==> config.mk <==
export PLATFORM = sky130hd
export DESIGN_NAME = vid_sync_gen
export DESIGN_NICKNAME = d
export VERILOG_FILES = /design/src/rtl/vsg_pkg.sv /design/src/rtl/vsg_words.sv /design/src/rtl/vsg_hline.sv /design/src/rtl/vsg_vframe.sv /design/src/rtl/vid_sync_gen.sv
export SDC_FILE = /design/constraint.sdc
export NUM_CORES = 1
export LEC_CHECK = 0
export BUFFER_PORTS_ARGS = -buffer_cell sky130_fd_sc_hd__clkbuf_2
export CELL_PAD_IN_SITES_DETAIL_PLACEMENT = 1
export CELL_PAD_IN_SITES_GLOBAL_PLACEMENT = 1
export CORE_UTILIZATION = 40
export DETAILED_ROUTE_END_ITERATION = 6
export PLACE_DENSITY = 0.81
export SETUP_SLACK_MARGIN = 0.1
export SLEW_MARGIN = 20
export SYNTH_ARGS = -nofsm -noshare
export SYNTH_HDL_FRONTEND = slang
export SYNTH_SLANG_ARGS = --single-unit
==> constraint.sdc <==
create_clock -name clk -period 5.6 [get_ports clk]
set_input_delay 0.84 -clock clk [delete_from_list [all_inputs] [get_ports clk]]
set_output_delay 0.84 -clock clk [all_outputs]
set_load 0.1 [all_outputs]
==> src/rtl/vsg_pkg.sv <==
package vsg_pkg;

   // Vertical regions of a frame, in the order they are visited.
   typedef enum logic [2:0] {
      VP_SYNC   = 3'd0,
      VP_BACK   = 3'd1,
      VP_ACTIVE = 3'd2,
      VP_DUMMY  = 3'd3,
      VP_FRONT  = 3'd4
   } vphase_e;

   // Smallest legal horizontal region width (cycles) and vertical count (lines).
   localparam int unsigned H_MIN = 2;
   localparam int unsigned V_MIN = 1;

endpackage

==> src/rtl/vsg_words.sv <==
module vsg_words #(
   parameter int unsigned HRES_W       = 16,
   parameter int unsigned PIX_PER_WORD = 4
) (
   input  logic [HRES_W-1:0] hres,
   output logic [HRES_W-1:0] words
);

   localparam int unsigned SUM_W = HRES_W + 1;
   localparam int unsigned SH    = (PIX_PER_WORD > 1) ? $clog2(PIX_PER_WORD) : 0;
   localparam bit          POW2  = ((PIX_PER_WORD & (PIX_PER_WORD - 1)) == 0);

   if (PIX_PER_WORD < 1) begin : g_bad_ppw
      $error("PIX_PER_WORD must be at least 1");
   end

   logic [SUM_W-1:0] sum;
   assign sum = {1'b0, hres} + SUM_W'(PIX_PER_WORD - 1);

   if (POW2) begin : g_shift
      logic [SUM_W-1:0] q;
      assign q     = sum >> SH;
      assign words = q[HRES_W-1:0];
   end else begin : g_div
      logic [SUM_W-1:0] q;
      assign q     = sum / SUM_W'(PIX_PER_WORD);
      assign words = q[HRES_W-1:0];
   end

endmodule

==> src/rtl/vsg_hline.sv <==
module vsg_hline
   import vsg_pkg::*;
#(
   parameter int unsigned PORCH_W = 8,
   parameter int unsigned WORDS_W = 16
) (
   input  logic               clk,
   input  logic               rst_n,
   input  logic [PORCH_W-1:0] h_sync_len,
   input  logic [PORCH_W-1:0] h_back_len,
   input  logic [PORCH_W-1:0] h_front_len,
   input  logic [WORDS_W-1:0] words,
   output logic               lsync,
   output logic               act_win,
   output logic               eol,
   output logic               pulse_last,
   output logic [WORDS_W-1:0] words_q
);

   localparam int unsigned CNT_W = WORDS_W + 2;

   if (PORCH_W > WORDS_W) begin : g_bad_width
      $error("PORCH_W must not exceed WORDS_W");
   end

   logic [PORCH_W-1:0] sync_e, back_e, front_e;
   logic [CNT_W-1:0]   beg_n, end_n, last_n;
   logic [CNT_W-1:0]   hcnt_q, sync_end_q, beg_q, end_q, last_q;
   logic               started_q;
   logic               load;

   // Widths below the legal minimum are raised to it.
   assign sync_e  = (h_sync_len  < PORCH_W'(H_MIN)) ? PORCH_W'(H_MIN) : h_sync_len;
   assign back_e  = (h_back_len  < PORCH_W'(H_MIN)) ? PORCH_W'(H_MIN) : h_back_len;
   assign front_e = (h_front_len < PORCH_W'(H_MIN)) ? PORCH_W'(H_MIN) : h_front_len;

   assign beg_n  = CNT_W'(sync_e) + CNT_W'(back_e);
   assign end_n  = beg_n + CNT_W'(words);
   assign last_n = end_n + CNT_W'(front_e) - CNT_W'(1);

   assign eol  = started_q && (hcnt_q == last_q);
   assign load = !started_q || eol;

   always_ff @(posedge clk) begin
      if (!rst_n) begin
         started_q  <= 1'b0;
         hcnt_q     <= '0;
         sync_end_q <= '0;
         beg_q      <= '0;
         end_q      <= '0;
         last_q     <= '0;
         words_q    <= '0;
      end else begin
         started_q <= 1'b1;
         if (load) begin
            hcnt_q     <= '0;
            sync_end_q <= CNT_W'(sync_e);
            beg_q      <= beg_n;
            end_q      <= end_n;
            last_q     <= last_n;
            words_q    <= words;
         end else begin
            hcnt_q <= hcnt_q + CNT_W'(1);
         end
      end
   end

   assign lsync      = started_q && (hcnt_q < sync_end_q);
   assign act_win    = started_q && (hcnt_q >= beg_q) && (hcnt_q < end_q);
   assign pulse_last = started_q && (hcnt_q == sync_end_q - CNT_W'(1));


   sync_min_chk: assert property (@(posedge clk) disable iff (!rst_n)
      $fell(lsync) |-> $past(lsync, 2));

endmodule

==> src/rtl/vsg_vframe.sv <==
module vsg_vframe
   import vsg_pkg::*;
#(
   parameter int unsigned VCNT_W    = 8,
   parameter int unsigned HRES_W    = 16,
   parameter int unsigned VC_W      = 2,
   parameter int unsigned NUM_DUMMY = 2,
   parameter int unsigned HRES_INIT = 640
) (
   input  logic              clk,
   input  logic              rst_n,
   input  logic              eol,
   input  logic              pulse_last,
   input  logic [VCNT_W-1:0] v_sync_lines,
   input  logic [VCNT_W-1:0] v_back_lines,
   input  logic [VCNT_W-1:0] v_act_lines,
   input  logic [VCNT_W-1:0] v_front_lines,
   input  logic              res_req_vld,
   input  logic [HRES_W-1:0] res_req_val,
   input  logic [VC_W-1:0]   chan_in,
   output logic              fsync,
   output logic              in_act,
   output logic              dummy0,
   output logic [HRES_W-1:0] res_out,
   output logic [VC_W-1:0]   chan_out
);

   if (NUM_DUMMY < 2) begin : g_bad_dummy
      $error("NUM_DUMMY must be at least 2");
   end
   if (NUM_DUMMY >= (1 << VCNT_W)) begin : g_bad_dummy_w
      $error("NUM_DUMMY does not fit the line counter");
   end

   vphase_e           phase_q, phase_n;
   logic [VCNT_W-1:0] vline_q, lim;
   logic [VCNT_W-1:0] vs_e, vb_e, va_e, vf_e;
   logic              line_last, apply;
   logic              pend_q;
   logic [HRES_W-1:0] pend_res_q;

   assign vs_e = (v_sync_lines  < VCNT_W'(V_MIN)) ? VCNT_W'(V_MIN) : v_sync_lines;
   assign vb_e = (v_back_lines  < VCNT_W'(V_MIN)) ? VCNT_W'(V_MIN) : v_back_lines;
   assign va_e = (v_act_lines   < VCNT_W'(V_MIN)) ? VCNT_W'(V_MIN) : v_act_lines;
   assign vf_e = (v_front_lines < VCNT_W'(V_MIN)) ? VCNT_W'(V_MIN) : v_front_lines;

   always_comb begin
      unique case (phase_q)
         VP_SYNC:   begin lim = vs_e;               phase_n = VP_BACK;  end
         VP_BACK:   begin lim = vb_e;               phase_n = VP_ACTIVE; end
         VP_ACTIVE: begin lim = va_e;               phase_n = pend_q ? VP_DUMMY : VP_FRONT; end
         VP_DUMMY:  begin lim = VCNT_W'(NUM_DUMMY); phase_n = VP_FRONT; end
         VP_FRONT:  begin lim = vf_e;               phase_n = VP_SYNC;  end
         default:   begin lim = vs_e;               phase_n = VP_SYNC;  end
      endcase
   end

   assign line_last = (vline_q == lim - VCNT_W'(1));
   assign dummy0    = (phase_q == VP_DUMMY) && (vline_q == '0);
   assign apply     = dummy0 && pulse_last;

   always_ff @(posedge clk) begin
      if (!rst_n) begin
         phase_q    <= VP_SYNC;
         vline_q    <= '0;
         chan_out   <= '0;
         res_out    <= HRES_W'(HRES_INIT);
         pend_q     <= 1'b0;
         pend_res_q <= '0;
      end else begin
         if (eol) begin
            if (line_last) begin
               phase_q <= phase_n;
               vline_q <= '0;
               if (phase_q == VP_FRONT) chan_out <= chan_in;
            end else begin
               vline_q <= vline_q + VCNT_W'(1);
            end
         end
         if (res_req_vld) begin
            pend_q     <= 1'b1;
            pend_res_q <= res_req_val;
         end else if (apply) begin
            pend_q <= 1'b0;
         end
         if (apply) res_out <= pend_res_q;
      end
   end

   assign fsync  = (phase_q == VP_BACK) || (phase_q == VP_ACTIVE);
   assign in_act = (phase_q == VP_ACTIVE);


   res_hold_chk: assert property (@(posedge clk) disable iff (!rst_n)
      (!$stable(res_out) || !$stable(chan_out)) |-> !fsync);


   frame_rise_chk: assert property (@(posedge clk) disable iff (!rst_n)
      $rose(fsync) |-> ($stable(res_out) && $stable(chan_out)));


   res_apply_chk: assert property (@(posedge clk) disable iff (!rst_n)
      !$stable(res_out) |-> (phase_q == VP_DUMMY));

endmodule

==> src/rtl/vid_sync_gen.sv <==
module vid_sync_gen #(
   parameter int unsigned HRES_W       = 16,
   parameter int unsigned PORCH_W      = 8,
   parameter int unsigned VCNT_W       = 8,
   parameter int unsigned VC_W         = 2,
   parameter int unsigned PIX_PER_WORD = 4,
   parameter int unsigned NUM_DUMMY    = 2,
   parameter int unsigned HRES_INIT    = 640
) (
   input  logic               clk,
   input  logic               rst_n,
   input  logic [PORCH_W-1:0] h_sync_len,
   input  logic [PORCH_W-1:0] h_back_len,
   input  logic [PORCH_W-1:0] h_front_len,
   input  logic [VCNT_W-1:0]  v_sync_lines,
   input  logic [VCNT_W-1:0]  v_back_lines,
   input  logic [VCNT_W-1:0]  v_act_lines,
   input  logic [VCNT_W-1:0]  v_front_lines,
   input  logic               res_req_vld,
   input  logic [HRES_W-1:0]  res_req_val,
   input  logic [VC_W-1:0]    chan_in,
   output logic               frame_sync,
   output logic               line_sync,
   output logic               data_vld,
   output logic               ctrl_rst_n,
   output logic [HRES_W-1:0]  res_out,
   output logic [VC_W-1:0]    chan_out
);

   if (HRES_INIT >= (1 << HRES_W)) begin : g_bad_init
      $error("HRES_INIT does not fit HRES_W");
   end

   logic [HRES_W-1:0] words, words_line;
   logic              act_win, eol, pulse_last, in_act, dummy0;

   vsg_words #(
      .HRES_W       (HRES_W),
      .PIX_PER_WORD (PIX_PER_WORD)
   ) u_words (
      .hres  (res_out),
      .words (words)
   );

   vsg_hline #(
      .PORCH_W (PORCH_W),
      .WORDS_W (HRES_W)
   ) u_hline (
      .clk         (clk),
      .rst_n       (rst_n),
      .h_sync_len  (h_sync_len),
      .h_back_len  (h_back_len),
      .h_front_len (h_front_len),
      .words       (words),
      .lsync       (line_sync),
      .act_win     (act_win),
      .eol         (eol),
      .pulse_last  (pulse_last),
      .words_q     (words_line)
   );

   vsg_vframe #(
      .VCNT_W    (VCNT_W),
      .HRES_W    (HRES_W),
      .VC_W      (VC_W),
      .NUM_DUMMY (NUM_DUMMY),
      .HRES_INIT (HRES_INIT)
   ) u_vframe (
      .clk           (clk),
      .rst_n         (rst_n),
      .eol           (eol),
      .pulse_last    (pulse_last),
      .v_sync_lines  (v_sync_lines),
      .v_back_lines  (v_back_lines),
      .v_act_lines   (v_act_lines),
      .v_front_lines (v_front_lines),
      .res_req_vld   (res_req_vld),
      .res_req_val   (res_req_val),
      .chan_in       (chan_in),
      .fsync         (frame_sync),
      .in_act        (in_act),
      .dummy0        (dummy0),
      .res_out       (res_out),
      .chan_out      (chan_out)
   );

   assign data_vld   = in_act && act_win;
   assign ctrl_rst_n = !(dummy0 && line_sync);

   // Length of the current unbroken valid run, for the checks below.
   logic [HRES_W-1:0] vrun_q;
   always_ff @(posedge clk) begin
      if (!rst_n)        vrun_q <= '0;
      else if (data_vld) vrun_q <= vrun_q + HRES_W'(1);
      else               vrun_q <= '0;
   end


   valid_run_chk: assert property (@(posedge clk) disable iff (!rst_n)
      $fell(data_vld) |-> (vrun_q == words_line));


   rst_window_chk: assert property (@(posedge clk) disable iff (!rst_n)
      !ctrl_rst_n |-> (line_sync && !frame_sync));

endmodule

==> metrics.txt, run 1 <==
flops & latches, synth=~120; Tmin final=5.912 ns; area occupied by multi-input gates=6013 um2; Sequential cell area=about 2300 um2; reg2reg setup slack=~0.58 ns; top cell type's share of synthesized area=28.11%; Antenna Diode Count=0; Hold Buf Count CTS=0; row cnt=52; Worst Tran Pin Value=0.9288 ns; Clock Path Buffers=2; hold_ws=approximately 0.45 ns; Hold Crit Endpoint=u_hline.end_q[15]; failing checks=setup timing; Post-Syn Area per Cell=about 8 um2; routed wire length=31.07 mm; ANT nets after route=0; crit-path max FO=5; Final Skew=0.01034 ns; share of the synthesized netlist area taken by xor and xnor gates=about a tenth; layout net count=1364; Final Total Pwr=3.608 mW; top post-synthesis cells by count=dfxtp_1 (116), nand2_1 (108), nor2_1 (108), inv_1 (83), ha_1 (78); placed cell count=1435; CTS HTree Levels=4; clock slew at reported path FFs=0.06 ns; Max Transition Viols Final=0; Async S/R FF share, synth=0%; library cells used by synthesis=80; die span in y=145.7 um; die width=~150 um; layout cells sized above 1=27.97%; Setup WS post-layout=-0.3122 ns; grt ovf=0; RSZ-0062 raised after global routing=yes; Worst Hold Launch=u_hline.end_q[15]; PortBufs=around 100; first-pass GRT wire length=44.43 mm; reg2reg start=u_vframe.res_out[1]; filler cell count=roughly 2400; Min-Delay Path Depth=2; post-synthesis compound-gate area fraction=16.31%; CP endpoint kind=register; die area=approximately 21000 um2; startpoint types=input pin; status=finished with violations; power density cells=331.1 nW/um2; register area share after synthesis=28.11%; drt pass-1 iters=6; Initial DRC Count=376; Vias=8446; Data arrival, critical path=6.25 ns; max frequency=169.1 MHz; logic gate share of total power=between 40% and 50%; largest net degree at the start of global routing=56; WL per Instance=20.87 um; vias in the first global route=8773; clock root buffer=clkbuf_16; Slowest-stage cell, CP=a311o_1; final hold viol count=0; initial antenna violation count=0; Setup TNS=-0.8976 ns; DR DRC count=0; Syn Inst Count=approximately 1000; placed wire-length estimate=19.06 mm; clock power share=between 30% and 40%; total net switching power=1.340 mW; non-filler cells, final=about 1500; max-cap viol count=0; number of synthesized flops with an enable pin=0; Int Pwr=2.268 mW; Worst-Skew Late Latency=about 0.46 ns; mux contribution to synthesized area=about 4.9%; Switching Share=between 30% and 40%; Total GRT Usage=26.57%; Area Growth Syn to Fin=31.90%; Hold WC Path Type=register to register; RR Endpoint=u_hline.last_q[14]; Final Cycle Share=105.6%; IR Drop Worst-Case VDD=roughly 0.25 mV; post-synthesis adder-cell area fraction=around an eighth; sequential power share=26.5%; Slew HR=37.74%; CTS tree=yes; placer congestion estimate=approximately 0.9; core box area=about 20000 um2; crit path kind=input pin to register; post-synth top area cell=dfxtp_1; Primary FF master, synth=dfxtp_1; CTS Buf Count=17; synthesized cell area=roughly 8300 um2; peak per-stage delay on the critical path=~0.38 ns; vias per inst=5.672; largest family of logic cells by synthesized area=simple AND/OR/NAND/NOR gates; Reg2Reg Depth=23; Finish-stage setup viols=5; Simple-Gate Fraction of Synth Area=21.05%; Initial Utilization=40.82%; clock sink total=116; # IOs=99; critical path required time=5.93 ns; total number of yosys warnings=0; count leader, synth=dfxtp_1; P_leak=4.648 nW; ranking of synthesized cells by area=dfxtp_1 (28%), ha_1 (12%), xnor2_1 (5.9%)
## critical path, delay by kind of cell
kind | cells | cell delay [ns]
buffers and inverters | 3 | 0.48
adders and majority gates | 4 | 1.02
and+or+nand+nor | 11 | 1.60
xor gates and xnor gates | 1 | 0.26
AOI/OAI and AO/OA | 10 | 2.03
## layer usage
| metal | GRT usage [%] | wire (um) | share of wire (%) |
|---|---|---|---|
| met1 | 28.88 | 12290 | 40 |
| met5 | 0 | 0 | 0 |
| met4 | 13.00 | 1379 | 4.4 |
| met2 | 48.68 | 16070 | 52 |
| met3 | 5.643 | 1333 | 4.3 |
## sequential cells by signal, indices dropped and copies added (netlist names)
name                 cells
u_vframe.pend_q          1
u_vframe.phase_q         3
u_vframe.res_out        16
u_vframe.vline_q         8
u_hline.hcnt_q          18
u_hline.end_q           16
u_hline.sync_end_q       8
u_vframe.chan_out        2
u_hline.last_q          18
u_vframe.pend_res_q     16
u_hline.beg_q            9
u_hline.started_q        1
## worst max-delay path by stage
| stage | slack (ns) | end | depth (start not counted) | start |
|---|---|---|---|---|
| detailed placement | -0.54 | u_hline.last_q[15] | 26 | h_sync_len[5] |
| global route | -0.44 | u_hline.last_q[14] | 29 | h_sync_len[5] |
| global placement | -0.30 | u_hline.last_q[15] | 28 | h_sync_len[5] |
| floorplan | 0.10 | u_hline.last_q[15] | 25 | h_sync_len[5] |
| finish | -0.31 | u_hline.last_q[14] | 29 | h_sync_len[5] |
| CTS | 0.10 | u_hline.last_q[14] | 28 | h_sync_len[5] |
## final cells by class
cell class              count  area share (%)
well taps                 270           3.101
clock inverters            15           1.458
repair buffers            205           12.10
clock buffers              17           3.904
flip-flops and latches    116           21.31
inverters                  85           2.928
multi-input cells         781           55.19
## power by group through the flow
stage | logic (mW) | clock network, mW | registers (mW)
after floorplan | 0.677 | 0 | 0.953
after global placement | 1.01 | 0 | 0.967
after detailed placement | 1.06 | 0 | 0.971
after CTS | 1.16 | 1.13 | 0.953
after global routing | 1.61 | 1.17 | 0.962
final | 1.53 | 1.12 | 0.957
## metrics by stage
step	utilization (%)	worst slack (ns)	instance area [um2]
floorplan	-	0.1013	8313
global placement	47.21	-0.2990	9552
detailed placement	47.21	-0.5438	9552
CTS	51.12	0.1014	10340
global route	53.85	-0.4442	10900
finish	53.85	-0.3122	10900
## kinds of logic (layout without fill, tap and decap cells)
kind of cell	after synthesis	count (layout)
buffers and inverters	140	322
xor gates and xnor gates	93	93
other	1	3
AOI/OAI and AO/OA	200	200
muxes	40	40
adders and majority gates	83	83
and+or+nand+nor	362	362
DFF	116	116
## layout by cell type, fill, tap and decap left out, types with 12 or more instances in the layout
master and instances:
inv_1 74, ha_4 14, a21oi_2 12, nor2_1 103
ha_1 63, mux2i_1 35, nand2_1 107, o21ai_0 26
dfxtp_1 116, nand3_1 25, clkbuf_2 97, xnor2_1 50
xor2_1 30, a211oi_1 13, buf_4 102, nand4_1 15
nor3_1 22, clkbuf_16 17, a21oi_1 58, nor4_1 13
a21o_1 13
## timing repair
| item | 4_1_cts | 5_1_grt |
|---|---|---|
| setup endpoints to repair | 8 | 9 |
| gates resized for setup | 28 | 81 |
| pin swaps | 15 | 48 |
| buffers inserted | 5 | 18 |
| endpoints found under the hold margin | 0 | 0 |
No activity file was read; power rests on OpenSTA's default activity.
==> run 2: changes to the inputs <==
Settings changed: BUFFER_PORTS_ARGS -buffer_cell sky130_fd_sc_hd__clkbuf_2 to -buffer_cell sky130_fd_sc_hd__buf_2, MAX_ROUTING_LAYER from default to met4.
==> run 2 against run 1 <==
  * The run still ends with setup timing left
  * Cell count increased by 0.47%
  * Largest cell class unchanged
  * First-iteration DRC count increased by 32%
  * Register-to-register slack got worse by 0.21 ns
  * Critical path type unchanged
==> metrics.txt, run 2 (synthesized netlist as in run 1, its figures left out) <==
placer congestion estimate=0.8898 (+1.1%); Slew HR=38.79% (+1.0 points); startpoint types=input pin; Initial Utilization=40.82% (unchanged); DR DRC count=0 (unchanged); most frequent cells in the layout=dfxtp_1 (116), buf_4 (111), nand2_1 (107); Regs by FF count=u_hline.hcnt_q x18, u_hline.last_q x18; Data arrival, critical path=6.21 ns (-0.04 ns); Final Total Pwr=3.555 mW (-1.5%); crit path kind=input pin to register; die area=21230 um2 (unchanged); IR Drop Worst-Case VDD=0.2228 mV (-12%); Antenna Diode Count=0 (unchanged); WL per Instance=21.26 um (+1.9%); Initial DRC Count=498 (+32%); final hold viol count=0 (unchanged); initial antenna violation count=0 (unchanged); Total GRT Usage=29.32% (+2.7 points); ANT nets after route=0 (unchanged); worst slack, placed=-0.5654 ns (-0.02162 ns); placed wire-length estimate=18.97 mm (-0.49%); grt ovf=0 (unchanged); Worst-Skew Late Latency=0.44 ns (-0.02 ns); largest net degree at the start of global routing=77 (+38%); layout net count=1371 (+0.51%); drt pass-1 iters=6 (unchanged); first-pass GRT wire length=47.38 mm (+6.6%); Tmin final=5.891 ns (-0.02145 ns); max frequency=169.8 MHz (+0.36%); Hold WC Path Type=register to register; Area Growth Syn to Fin=31.69%; PortBufs=98 (unchanged); clock sink total=116 (unchanged); CP delay by family, top=compound AO/OA/AOI/OAI gates; CTS tree=yes; Max Transition Viols Final=0 (unchanged); logic gate share of total power=41.2% (-1.1 points); failing checks=setup timing; row cnt=52 (unchanged); max-cap viol count=0 (unchanged); crit-path max FO=4 (-1); total net switching power=1.295 mW (-3.4%); CTS Buf Count=17 (unchanged); layout cells sized above 1=27.81% (-0.16 points); routed wire length=31.80 mm (+2.3%); sequential power share=27.0% (+0.5 points); Final Core Density=53.76% (-0.087 points); Final Cycle Share=105.2% (-0.38 points); clock power share=31.8% (+0.6 points); commonest non-fill, non-tap cell in the layout=dfxtp_1; RSZ-0062 raised after global routing=yes; vias per inst=5.636 (-0.64%); status=finished with violations; filler cell count=2404 (-0.29%); Final Skew=0.01705 ns (+0.006713 ns); vias in the first global route=9098 (+3.7%); Switching Share=36.43% (-0.71 points); core box area=20230 um2 (unchanged); P_leak=4.639 nW (-0.20%); critical path required time=5.92 ns (about the same); Finish-stage setup viols=8 (+3); Int Pwr=2.260 mW (-0.35%); # IOs=99 (unchanged); Slowest-stage cell, CP=a2111oi_4; buffering stage count on the worst path with inverters included=5 (+2); peak per-stage delay on the critical path=0.41 ns (+0.03 ns); Clock Path Buffers=2 (unchanged); Setup WS post-layout=-0.2907 ns (+0.02145 ns); die span in y=145.7 um (unchanged); Worst Tran Pin Value=0.9131 ns (-0.01565 ns); clock root buffer=clkbuf_16; die width=145.7 um (unchanged); power density cells=326.8 nW/um2 (-1.3%); clock slew at reported path FFs=0.06 ns (about the same); CTS HTree Levels=4 (unchanged); CP endpoint kind=register; Vias=8431 (-0.18%)
-- run 2: cell type report --
class | count | area (um2) | share of cell area (%)
clock inverters | 15 | 168.9 | 1.553
well taps | 270 | 337.8 | 3.106
repair buffers | 212 | 1383 | 12.71
inverters | 85 | 319.1 | 2.933
flip-flops and latches | 116 | 2322 | 21.35
clock buffers | 17 | 425.4 | 3.911
multi-input cells | 781 | 5922 | 54.44
-- run 2: path summary, 6_finish.rpt --
check	from	endpoint	slack, ns	cells after the start
hold reg to reg	u_hline.end_q[15]	u_hline.end_q[15]	0.44	2
setup reg to reg	u_vframe.res_out[0]	u_hline.last_q[14]	0.37	19
setup / recovery	h_sync_len[4]	u_hline.last_q[14]	-0.29	25
hold / removal	u_hline.end_q[15]	u_hline.end_q[15]	0.44	2
-- run 2: timing repair --
action / CTS / global route
setup buffers: 20 / 12
setup endpoints to repair: 8 / 10
pin swaps: 52 / 49
hold buffers: 0 / 0
gates resized for setup: 56 / 40
-- run 2: power groups by stage --
stage,Clock [mW],Combinational [mW],Sequential (mW)
after floorplan,0,0.677,0.953
after detailed placement,0,1.05,0.973
after CTS,1.13,1.21,0.957
after global routing,1.18,1.54,0.964
final,1.13,1.47,0.959
after global placement,0,1.01,0.967
-- run 2: through the flow --
| step | setup TNS, ns | cells | hold WS [ns] | area (um2) |
|---|---|---|---|---|
| final | -1.317 | 1496 | 0.4422 | 10880 |
| after global routing | -2.380 | 1496 | 0.4717 | 10880 |
| after CTS | 0 | 1486 | 0.4462 | 10620 |
| after detailed placement | -3.280 | 1435 | 0.4385 | 9552 |
| after global placement | -1.639 | 1435 | 0.4293 | 9552 |
| after floorplan | 0 | 1037 | 0.4220 | 8313 |
-- run 2: metal layers --
layer / part of all wire, % / global-route usage (%) / wire [um]
met1: 39 / 29.70 / 12360
met2: 52 / 52.70 / 16560
met3: 3.9 / 6.113 / 1255
met4: 5.1 / 15.84 / 1625
met5: 0 / - / 0
-- run 2: worst min-delay path, cell delays in order (launching register included) --
cell     delay, ns
dfxtp_1       0.29
inv_1         0.06
nor2_1        0.04
==> run 3: changes to the inputs <==
Settings changed: CORE_UTILIZATION 40 to 41, CTS_BUF_LIST from default to sky130_fd_sc_hd__clkbuf_2, PLACE_DENSITY 0.81 to 0.83.
==> run 3 against run 2 <==
  * The flow now finishes without violations
  * Worst setup slack gained 0.47 ns
  * Via count shrank 5.1%
  * Non-clock buffer count shrank 15
  * Global-route usage shrank 2.7 points
  * Clock power shrank 50%
  * Core utilization shrank 2.5 points
  * Design area shrank 7.6%
  * Fmax grew 8.7%
  * Critical endpoint is now u_hline.last_q[15]
  * Largest cell class unchanged
  * Highest routed layer unchanged
==> metrics.txt, run 3 (synthesized netlist as in run 1, its figures left out) <==
status=completed; clock slew at reported path FFs=0.23 ns (+0.17 ns); startpoint types=input pin; clock sink total=116 (unchanged); Data arrival, critical path=6.08 ns (-0.13 ns); first-pass GRT wire length=41.37 mm (-13%); CP endpoint kind=register; Sequential cell area=2322 um2 (unchanged); vias per inst=5.418 (-3.9%); IR Drop Worst-Case VDD=0.1406 mV (-37%); RSZ-0062 raised after global routing=yes; # IOs=99 (unchanged); non-filler cells, final=1477 (-1.3%); DR DRC count=0 (unchanged); Clock Path Buffers=2 (unchanged); layout net count=1356 (-1.1%); sequential power share=35.4% (+8.4 points); logic gate share of total power=43.6% (+2.4 points); Switching Share=37.75% (+1.3 points); Slew HR=35.55% (-3.2 points); PortBufs=98 (unchanged); critical path required time=6.27 ns (+0.35 ns); filler cell count=2454 (+2.1%); Regs by FF count=u_hline.hcnt_q x18, u_hline.last_q x18; ANT nets after route=0 (unchanged); Vias=8003 (-5.1%); most frequent cells in the layout=dfxtp_1 (116), nand2_1 (107), nor2_1 (106); Final Skew=0.04464 ns (+0.02759 ns); Area Growth Syn to Fin=21.68%; max frequency=184.6 MHz (+8.7%); Hold WC Path Type=input pin to register; drt pass-1 iters=7 (+1); final hold viol count=0 (unchanged); die width=143.9 um (-1.2%); clock root buffer=clkbuf_2; Worst-Skew Late Latency=0.75 ns (+0.31 ns); Worst Tran Pin Value=0.9655 ns (+0.05234 ns); routed wire length=26.24 mm (-17%); Initial DRC Count=423 (-15%); die area=20720 um2 (-2.4%); power density cells=268.5 nW/um2 (-18%); Max Transition Viols Final=0 (unchanged); max-cap viol count=0 (unchanged); vias in the first global route=8281 (-9.0%); Slowest-stage cell, CP=a2111oi_4; CP delay by family, top=compound AO/OA/AOI/OAI gates; CTS Buf Count=17 (unchanged); CTS HTree Levels=4 (unchanged); core box area=19590 um2 (-3.2%); P_leak=4.361 nW (-6.0%); peak per-stage delay on the critical path=0.43 ns (+0.02 ns); crit path kind=input pin to register; Tmin final=5.417 ns (-0.4737 ns); crit-path max FO=5 (+1); Final Cycle Share=96.73% (-8.5 points); total net switching power=1.019 mW (-21%); grt ovf=0 (unchanged); die span in y=143.9 um (-1.2%); Hold Buf Count CTS=0 (unchanged); hold_ws=0.3096 ns (-0.1327 ns); Finish-stage setup viols=0 (-8); Initial Utilization=42.17% (+1.3 points); CTS tree=yes; Int Pwr=1.680 mW (-26%); initial antenna violation count=1 (+1); clock power share=21.0% (-11 points); largest net degree at the start of global routing=55 (-29%); placed wire-length estimate=19.88 mm (+4.8%); buffering stage count on the worst path with inverters included=3 (-2); WL per Instance=17.77 um (-16%); placer congestion estimate=0.8631 (-3.0%); row cnt=51 (-1.9%); placed cell count=1439 (+0.28%); commonest non-fill, non-tap cell in the layout=dfxtp_1; layout cells sized above 1=23.37% (-4.4 points); area occupied by multi-input gates=5610 um2 (-5.3%); Total GRT Usage=26.61% (-2.7 points)
-- run 3: worst paths after layout --
check                           start                     end  slack [ns]  cells past startpoint
hold / removal         res_req_val[4]  u_vframe.pend_res_q[4]        0.31                      3
hold reg to reg      u_hline.beg_q[6]        u_hline.beg_q[6]        0.47                      2
setup reg to reg  u_vframe.res_out[2]      u_hline.last_q[11]        0.77                     22
setup / recovery        h_sync_len[2]      u_hline.last_q[15]        0.18                     27
-- run 3: timing repair --
| item | in CTS | in global routing |
|---|---|---|
| setup buffers | 0 | 5 |
| endpoints found under the hold margin | 0 | 0 |
| resized for setup | 0 | 27 |
| endpoints found under the setup margin | 0 | 8 |
-- run 3: worst min-delay path: cells and delay by family --
kind,cells,cell delay (ns)
simple gates,1,0.07
mux,1,0.05
buf+inv,1,0.08
-- run 3: stage by stage --
stage	instance area (um2)	setup TNS, ns	power [mW]	utilization [%]	worst slack [ns]
5_1_grt	10050	-0.1517	2.860	51.31	-0.09299
6_report	10050	0	2.699	51.31	0.1829
3_5_place_dp	9613	-3.545	2.062	49.07	-0.5908
3_3_place_gp	9613	-1.867	1.998	49.07	-0.3865
2_1_floorplan	8313	0	1.630	-	0.1013
4_1_cts	9844	0	2.630	50.25	0.1795
-- run 3: cell type report --
cell class / count / share of cell area [%]
Timing Repair Buffer: 197 / 12.27
Multi-Input combinational cell: 781 / 55.82
Antenna cell: 1 / 0.02490
Sequential cell: 116 / 23.10
Tap cell: 265 / 3.299
Inverter: 85 / 3.174
Clock inverter: 13 / 1.357
Clock buffer: 19 / 0.9461
-- run 3: layer usage --
layer | GRT usage (%) | vias to the layer above | routed length, um | part of all wire (%)
li1 | - | 3895 | - | -
met1 | 31.52 | 3888 | 11550 | 44
met2 | 45.00 | 174 | 13050 | 50
met3 | 5.298 | 46 | 1032 | 3.9
met4 | 8.511 | 0 | 611 | 2.3
met5 | - | - | 0 | 0
-- run 3: power groups by stage --
stage          clock [mW]  combinational, mW  sequential (mW)
2_1_floorplan           0              0.677            0.953
3_3_place_gp            0               1.03            0.969
3_5_place_dp            0               1.09            0.972
4_1_cts             0.577               1.10            0.955
5_1_grt             0.610               1.28            0.966
6_report            0.566               1.18            0.956
